--- config.mk ---
export PLATFORM = sky130hd
export DESIGN_NAME = hexscroll_top
export DESIGN_NICKNAME = d
export VERILOG_FILES = /design/src/rtl/hexscroll_pkg.sv /design/src/rtl/hexscroll_tick.sv /design/src/rtl/hexscroll_track.sv /design/src/rtl/hexscroll_glyph.sv /design/src/rtl/hexscroll_scan.sv /design/src/rtl/hexscroll_top.sv
export SDC_FILE = /design/constraint.sdc
export NUM_CORES = 1
export LEC_CHECK = 0
export ABC_AREA = 1
export BUFFER_PORTS_ARGS = -buffer_cell sky130_fd_sc_hd__clkbuf_2
export CAP_MARGIN = 5
export CORE_MARGIN = 1
export CORE_UTILIZATION = 60
export CTS_BUF_LIST = sky130_fd_sc_hd__clkbuf_8 sky130_fd_sc_hd__clkbuf_16
export DETAILED_ROUTE_END_ITERATION = 16
export PLACE_DENSITY_LB_ADDON = 0.1
export REMOVE_ABC_BUFFERS = 1
export SYNTH_ARGS = -nofsm -noshare
export SYNTH_HDL_FRONTEND = slang
export SYNTH_SLANG_ARGS = --single-unit
--- constraint.sdc ---
create_clock -name clk -period 6.13 [get_ports clk]
set_input_delay 0.613 -clock clk [delete_from_list [all_inputs] [get_ports clk]]
set_output_delay 0.613 -clock clk [all_outputs]
set_load 0.02 [all_outputs]
--- src/rtl/hexscroll_pkg.sv ---
package hexscroll_pkg;

    typedef enum logic [0:0] {
        SCAN_DARK = 1'b0,
        SCAN_RUN  = 1'b1
    } scan_state_t;

    typedef struct packed {
        logic [3:0] code;
        logic       dec_only;
    } glyph_req_t;

    localparam int SEG_WIDTH   = 8;
    localparam int GLYPH_WIDTH = 7;

    // Segment glyph for a hex code: bit 0 = a ... bit 6 = g, active high.
    function automatic logic [GLYPH_WIDTH-1:0] hex_glyph(input logic [3:0] code);
        logic [GLYPH_WIDTH-1:0] g;
        unique case (code)
            4'h0: g = 7'h3F;
            4'h1: g = 7'h06;
            4'h2: g = 7'h5B;
            4'h3: g = 7'h4F;
            4'h4: g = 7'h66;
            4'h5: g = 7'h6D;
            4'h6: g = 7'h7D;
            4'h7: g = 7'h07;
            4'h8: g = 7'h7F;
            4'h9: g = 7'h6F;
            4'hA: g = 7'h77;
            4'hB: g = 7'h7C;
            4'hC: g = 7'h39;
            4'hD: g = 7'h5E;
            4'hE: g = 7'h79;
            4'hF: g = 7'h71;
            default: g = '0;
        endcase
        return g;
    endfunction

endpackage

--- src/rtl/hexscroll_tick.sv ---
module hexscroll_tick #(
    parameter int DIV = 1000
) (
    input  logic clk,
    input  logic rst,
    output logic pulse
);
    localparam int CW = (DIV > 1) ? $clog2(DIV) : 1;
    localparam logic [CW-1:0] LAST = CW'(DIV - 1);

    logic [CW-1:0] cnt_q;

    always_ff @(posedge clk) begin
        if (rst) begin
            cnt_q <= '0;
        end else if (cnt_q == LAST) begin
            cnt_q <= '0;
        end else begin
            cnt_q <= cnt_q + CW'(1);
        end
    end

    // single-cycle enable in the system clock domain
    assign pulse = (cnt_q == LAST);
endmodule

--- src/rtl/hexscroll_track.sv ---
module hexscroll_track
    import hexscroll_pkg::*;
#(
    parameter int NUM_DIGITS = 8
) (
    input  logic                          clk,
    input  logic                          rst,
    input  logic                          step,
    input  logic [3:0]                    value_in,
    input  logic                          dec_only,
    output logic [$clog2(NUM_DIGITS)-1:0] pos,
    output glyph_req_t                    req
);
    localparam int PW = $clog2(NUM_DIGITS);
    localparam logic [PW-1:0] POS_LAST = PW'(NUM_DIGITS - 1);

    logic [PW-1:0] pos_q;
    glyph_req_t    req_q;

    always_ff @(posedge clk) begin
        if (rst) begin
            pos_q <= '0;
            req_q <= '0;
        end else if (step) begin
            pos_q         <= (pos_q == POS_LAST) ? '0 : pos_q + PW'(1);
            req_q.code    <= value_in;
            req_q.dec_only <= dec_only;
        end
    end

    assign pos = pos_q;
    assign req = req_q;
endmodule

--- src/rtl/hexscroll_glyph.sv ---
module hexscroll_glyph
    import hexscroll_pkg::*;
(
    input  glyph_req_t             req,
    output logic [GLYPH_WIDTH-1:0] glyph
);
    logic out_of_range;

    always_comb begin
        out_of_range = req.dec_only && (req.code > 4'd9);
        glyph        = out_of_range ? '0 : hex_glyph(req.code);
    end
endmodule

--- src/rtl/hexscroll_scan.sv ---
module hexscroll_scan
    import hexscroll_pkg::*;
#(
    parameter int NUM_DIGITS = 8
) (
    input  logic                          clk,
    input  logic                          rst,
    input  logic                          refresh,
    input  logic [$clog2(NUM_DIGITS)-1:0] pos,
    input  logic [GLYPH_WIDTH-1:0]        glyph,
    output logic [NUM_DIGITS-1:0]         an_n,
    output logic [SEG_WIDTH-1:0]          seg
);
    localparam int PW = $clog2(NUM_DIGITS);
    localparam logic [PW-1:0] DIG_LAST = PW'(NUM_DIGITS - 1);

    scan_state_t   state_q, state_d;
    logic [PW-1:0] dig_q, dig_d;

    // state register
    always_ff @(posedge clk) begin
        if (rst) begin
            state_q <= SCAN_DARK;
            dig_q   <= '0;
        end else begin
            state_q <= state_d;
            dig_q   <= dig_d;
        end
    end

    // next state
    always_comb begin
        state_d = state_q;
        dig_d   = dig_q;
        unique case (state_q)
            SCAN_DARK: begin
                if (refresh) begin
                    state_d = SCAN_RUN;
                    dig_d   = '0;
                end
            end
            SCAN_RUN: begin
                if (refresh) begin
                    dig_d = (dig_q == DIG_LAST) ? '0 : dig_q + PW'(1);
                end
            end
            default: state_d = SCAN_DARK;
        endcase
    end

    // outputs
    always_comb begin
        an_n = '1;
        seg  = '0;
        unique case (state_q)
            SCAN_DARK: begin
                an_n = '1;
                seg  = '0;
            end
            SCAN_RUN: begin
                an_n = ~(NUM_DIGITS'(1) << dig_q);
                seg  = (dig_q == pos) ? {1'b0, glyph} : '0;
            end
            default: begin
                an_n = '1;
                seg  = '0;
            end
        endcase
    end
endmodule

--- src/rtl/hexscroll_top.sv ---
module hexscroll_top
    import hexscroll_pkg::*;
#(
    parameter int NUM_DIGITS = 8,
    parameter int SCROLL_DIV = 100_000_000,
    parameter int SCAN_DIV   = 100_000
) (
    input  logic                  clk,
    input  logic                  rst,
    input  logic [3:0]            value_in,
    input  logic                  dec_only,
    output logic [NUM_DIGITS-1:0] an_n,
    output logic [SEG_WIDTH-1:0]  seg
);
    localparam int PW = $clog2(NUM_DIGITS);

    logic                   step;
    logic                   refresh;
    logic [PW-1:0]          pos;
    glyph_req_t             req;
    logic [GLYPH_WIDTH-1:0] glyph;

    hexscroll_tick #(.DIV(SCROLL_DIV)) u_step_tick (
        .clk   (clk),
        .rst   (rst),
        .pulse (step)
    );

    hexscroll_tick #(.DIV(SCAN_DIV)) u_scan_tick (
        .clk   (clk),
        .rst   (rst),
        .pulse (refresh)
    );

    hexscroll_track #(.NUM_DIGITS(NUM_DIGITS)) u_track (
        .clk      (clk),
        .rst      (rst),
        .step     (step),
        .value_in (value_in),
        .dec_only (dec_only),
        .pos      (pos),
        .req      (req)
    );

    hexscroll_glyph u_glyph (
        .req   (req),
        .glyph (glyph)
    );

    hexscroll_scan #(.NUM_DIGITS(NUM_DIGITS)) u_scan (
        .clk     (clk),
        .rst     (rst),
        .refresh (refresh),
        .pos     (pos),
        .glyph   (glyph),
        .an_n    (an_n),
        .seg     (seg)
    );
endmodule

* After elaboration in Yosys (flattened, before gate mapping)
Memory sizes are Yosys's and may differ from the RTL's. A register that Yosys moved wholly into a read port is not among the register bits. Index checks and enable logic that the tools add are counted.
Cells by class: add/sub/neg operators 4, multipliers 0, div/mod/pow operators 0, $lt $le $gt $ge 1, equality and inequality tests 7, shift-type cells 1, muxes and demuxes 13, bitwise gates (word level) 2, reductions and logical operators 4
Operators with widths (count):
- 8-bit one-hot mux with 2 select lines | 2
- 27-bit by 1-bit adder with 27-bit output (second input constant) | 1
- 27-bit equality test (second input constant) | 1
- 17-bit by 1-bit adder with 17-bit output (second input constant) | 1
- 17-bit equality test (second input constant) | 1
- 7-bit two-way mux | 2
- 3-bit two-way mux | 4
- 4-bit two-way mux | 2
- 8-bit inverter | 1
- 1-bit by 3-bit << shifter with 8-bit output (first input constant) | 1
- 3-bit by 1-bit adder with 3-bit output (second input constant) | 2
- 3-bit equality test (second input constant) | 2
- 3-bit one-hot mux with 2 select lines | 1
- 4-bit > comparator (second input constant) | 1
- 2-bit inequality test (second input constant) | 2
- 2-bit OR reduction | 2
- 3-bit equality test | 1
- 1-bit two-way mux | 2
- 2-bit AND reduction | 1
- 1-bit logical AND | 1
- 1-bit inverter | 1
Word-level totals: register bits after elaboration 56, latch bits 0, RAM bits 0, memory bits (read-only) 112, input bits 7, memories 1
Memories:
- (name not given) | words 16, width 7, read ports 1, clocked after Yosys merged registers in 1, wr ports 0, RTL line hexscroll_pkg.sv:19 | unique case (code)

* Depth between registers and ports, before layout
word-level depth 5, gate-level depth with buffers 14

* By module
From an unflattened synthesis, not the netlist that was laid out.
Unflattened totals: cell total of the unflattened synthesis 524, area total of the unflattened synthesis 3448.3 um^2
By module, submodules not included:
- hexscroll_tick (u_step_tick) | instances 1, cells each 224, area an instance 1458.9 um^2, seq. area each 540.5 um^2
- hexscroll_tick (u_scan_tick) | instances 1, cells each 140, area an instance 948.4 um^2, seq. area each 340.3 um^2
- hexscroll_scan | instances 1, cells each 63, area an instance 406.6 um^2, seq. area each 80.1 um^2
- hexscroll_track | instances 1, cells each 39, area an instance 319.1 um^2, seq. area each 160.2 um^2
- hexscroll_glyph | instances 1, cells each 58, area an instance 315.3 um^2, seq. area each 0.0 um^2

* Least setup slack after synthesis
OpenSTA, ideal clock, no wires.
kind register -> register, start register u_step_tick.cnt_q[0], end register with a tool-made name, setup time 114 ps, arrival 1922 ps, data required time 6016 ps, slack 4094 ps, cell stages (with the launch flop) 14, path buffers 0, clock period less this slack 2036 ps, path through dfxtp_1 -> ha_1 -> nand2_1 -> nor2_4 -> nand2_4 -> nor2_8 -> nand2_8 -> nand2_1 -> nand3_1 -> ha_1 -> inv_1 -> nand4_1 -> nand3_1 -> nand2_1
RTL lines:
- from (decl) | RTL line hexscroll_tick.sv:11 | logic [CW-1:0] cnt_q;
- from (signal assigned) | RTL line hexscroll_tick.sv:19 | cnt_q <= cnt_q + CW'(1);

==> metrics.cfg <==
[status]
status=completed

[floorplan]
core_mm2=0.00551
initial_core_util_pct=62.0
rows=27
die_h_um=77.4
boundaryPins=23
die-area_mm2=0.00599
die_x_um=77.4

[route]
dr.pass1.iters=4
wl_mm=6.35
vias=2863
wl_per_cell_um=11.4
drc_errors=0
via_per_inst=5.16
antenna_left=0
drt_iter0_drc=115

[global_routing]
overflow=0
gr-usage-all-layers_pct=22.9
grt_max_degree=27
antenna_found_initial=0
grt_pass1_wl_mm=11.0
first_global_vias=2637

[setup_path]
cpMaxStageDelayCell=dfxtp_1
max_stage_delay_ns=0.35
worstPathCellList=ha_1 > nand2_1 > nor2_4 > nand2_4 > nor2_8 > nand2_8 > nand2_1 > nand3_1 > inv_1 > ha_1 > nand4_2 > nand3_1 > nand2_1
cp_data_required_time_ns=6.35
timing.rr.start=u_step_tick.cnt_q[0]
end_kind=flop
start_kind=flop
arrival_ns=2.61
r2r_cells=13
path_class=reg2reg
regToRegSetupSlack_ns=3.74
path_max_fanout=9
crit_top_cell=nand2_1

[yosys]
synth_edf_count=0
syn_area_per_cell_um2=7.55
seq_area_frac_synth_pct=37.0
yosysUniqueCellTypes=40
yosys.area_share.simple_pct=37.9
synthCells=452
async_reset_ff_share_pct=0
synthMuxAreaShare_pct=0
synth_top_family_by_area=simple AND/OR/NAND/NOR gates
synth-compound-area-share_pct=6.38
synth_xor_area_share_pct=4.62
synth-seq-cells=63
synthAdderAreaFrac_pct=6.23
yosysWarnings=0
netlist_area_mm2=0.00341
synth_ff_type=dfxtp_1

[clocking]
cts.repair.resized=0
cts_tree=built
cts_buffers=9
cts-root-buf=clkbuf_8
clk_latency_ns=0.34
cts-htree-levels=3
post_cts_buffers=0
cts_sinks=63
clkTransAtPathRegs_ns=0.06
clockBufferDepth=2
cts_hold_buf=0

[place]
routabilityCongestion=0.833
dp_hpwl_mm=4.42
port-buffer-count=21

[timing]
fin_tns_setup_ns=0
final_max_slew_viol_count=0
rsz0062_at_grt=false
fmax_ghz=0.418
whs_ns=0.448
setup_viol=0
period_minus_slack_ns=2.39
worst_slew_pin_slew_ns=0.597
fin_crit_sh_pct=39.0
max-slew-margin-rel_pct=59.9
fin_skew_ns=0.00796
hold_viol=0

[layout]
drive_above_1_share_pct=13.7
ff_latch_area_mm2=0.00126
fin_nets=502
diodes=0
area_growth_pct=10.9
fillers=464
multi_input_area_mm2=0.00189

[power]
max-vdd-ir-drop_mv=0.154
p_clk_share_pct=47.1
switching_share_pct=21.2
switchingPower_w=0.000173
leakage_nw=1.56
intPower_w=0.000643
p_comb_share_pct=2.1
seq_power_share_pct=50.7
power.density_mw_per_mm2=216

[min_path]
hold_end=u_step_tick.cnt_q[0]
hold_start=u_step_tick.cnt_q[0]
min_path_cells=1
worstHoldPathType=reg2reg

[job]
maxCapViolations=0

kinds of logic after synthesis:
kind of cell | Yosys count
and+or+nand+nor | 247
buffers and inverters | 66
DFF | 63
AOI/OAI and AO/OA | 40
xor gates and xnor gates | 18
adders and majority gates | 17
other | 1
cell type report:
cell class | count | share of cell area, %
flip-flops and latches | 63 | 33.3
repair buffers | 21 | 2.78
well taps | 72 | 2.38
inverters | 60 | 6.08
multi-input cells | 323 | 49.8
clock buffers | 9 | 3.27
clock inverters | 7 | 2.35
per-layer routing:
layer  vias to the layer above  GRT usage (%)  share of wire [%]
met5                         -              0                  0
met4                         0           10.9                2.1
met3                        16           5.18                3.7
met2                        61           38.8                 47
met1                      1271           27.3                 48
li1                       1515              -                  -
worst max-delay path by stage:
| stage | startpoint | end | slack, ns |
|---|---|---|---|
| floorplan | u_step_tick.cnt_q[0] | flop | 4.09 |
| global placement | rst | flop | 3.76 |
| detailed placement | rst | flop | 3.67 |
| CTS | u_step_tick.cnt_q[0] | flop | 3.71 |
| global route | u_step_tick.cnt_q[0] | flop | 3.59 |
| finish | u_step_tick.cnt_q[0] | flop | 3.74 |
worst max-delay path, delay by kind of cell (launching register included):
| family | cells | cell delay (ns) |
|---|---|---|
| buf+inv | 1 | 0.19 |
| simple gates | 10 | 1.34 |
| fa+ha+maj | 2 | 0.38 |
| flops | 1 | 0.35 |
power groups by stage:
stage                     Clock [W]  Combinational (W)  Sequential, W
after detailed placement          0          0.0000176       0.000424
after floorplan                   0          0.0000121       0.000423
final                      0.000385          0.0000175       0.000415
after CTS                  0.000389          0.0000178       0.000414
after global routing       0.000409          0.0000204       0.000414
after global placement            0          0.0000169       0.000424
cell usage in the layout, fill, tap and decap left out, types with 8 or more instances in the layout:
master,count
inv_1,56
clkbuf_8,9
nand3_1,30
nand4_1,17
dfxtp_1,63
xnor2_1,10
clkbuf_2,21
a21oi_1,21
ha_1,17
nor3b_1,12
nor2_1,53
xor2_1,8
nor3_1,11
nand2_1,92
o21ai_0,10
cell usage after synthesis, types with 2 or more instances:
| cell | count | area, um2 |
|---|---|---|
| nand3b_1 | 3 | 22.5 |
| o21ai_0 | 10 | 50.1 |
| nand2_4 | 2 | 22.5 |
| nand2_1 | 92 | 345 |
| ha_1 | 17 | 213 |
| nand2_8 | 2 | 40.0 |
| nor2_8 | 2 | 40.0 |
| nor2_2 | 2 | 12.5 |
| nor2_1 | 53 | 199 |
| clkbuf_1 | 2 | 7.51 |
| nand3_4 | 3 | 52.6 |
| nor3b_1 | 12 | 90.1 |
| o21a_1 | 2 | 15.0 |
| xnor2_1 | 10 | 87.6 |
| o21ai_1 | 3 | 15.0 |
| nand2_2 | 5 | 31.3 |
| nor2_4 | 3 | 33.8 |
| nand3_1 | 30 | 150 |
| dfxtp_1 | 63 | 1260 |
| inv_2 | 3 | 11.3 |
| xor2_1 | 8 | 70.1 |
| a21oi_1 | 21 | 105 |
| nor3_1 | 11 | 55.1 |
| or2_2 | 3 | 18.8 |
| buf_4 | 3 | 22.5 |
| nor4_1 | 3 | 18.8 |
| inv_1 | 55 | 206 |
| nand4_1 | 17 | 106 |
per-stage QoR:
step | setup slack (ns) | area [um2] | cells | power (W) | util, %
finish | 3.74 | 3780 | 555 | 0.000817 | 68.7
global route | 3.59 | 3780 | 555 | 0.000843 | 68.7
CTS | 3.71 | 3780 | 555 | 0.000822 | 68.7
detailed placement | 3.67 | 3570 | 539 | 0.000441 | 64.9
global placement | 3.76 | 3570 | 539 | 0.000441 | 64.9
floorplan | 4.09 | 3380 | 446 | 0.000436 | -
No activity file was read; power rests on OpenSTA's default activity.
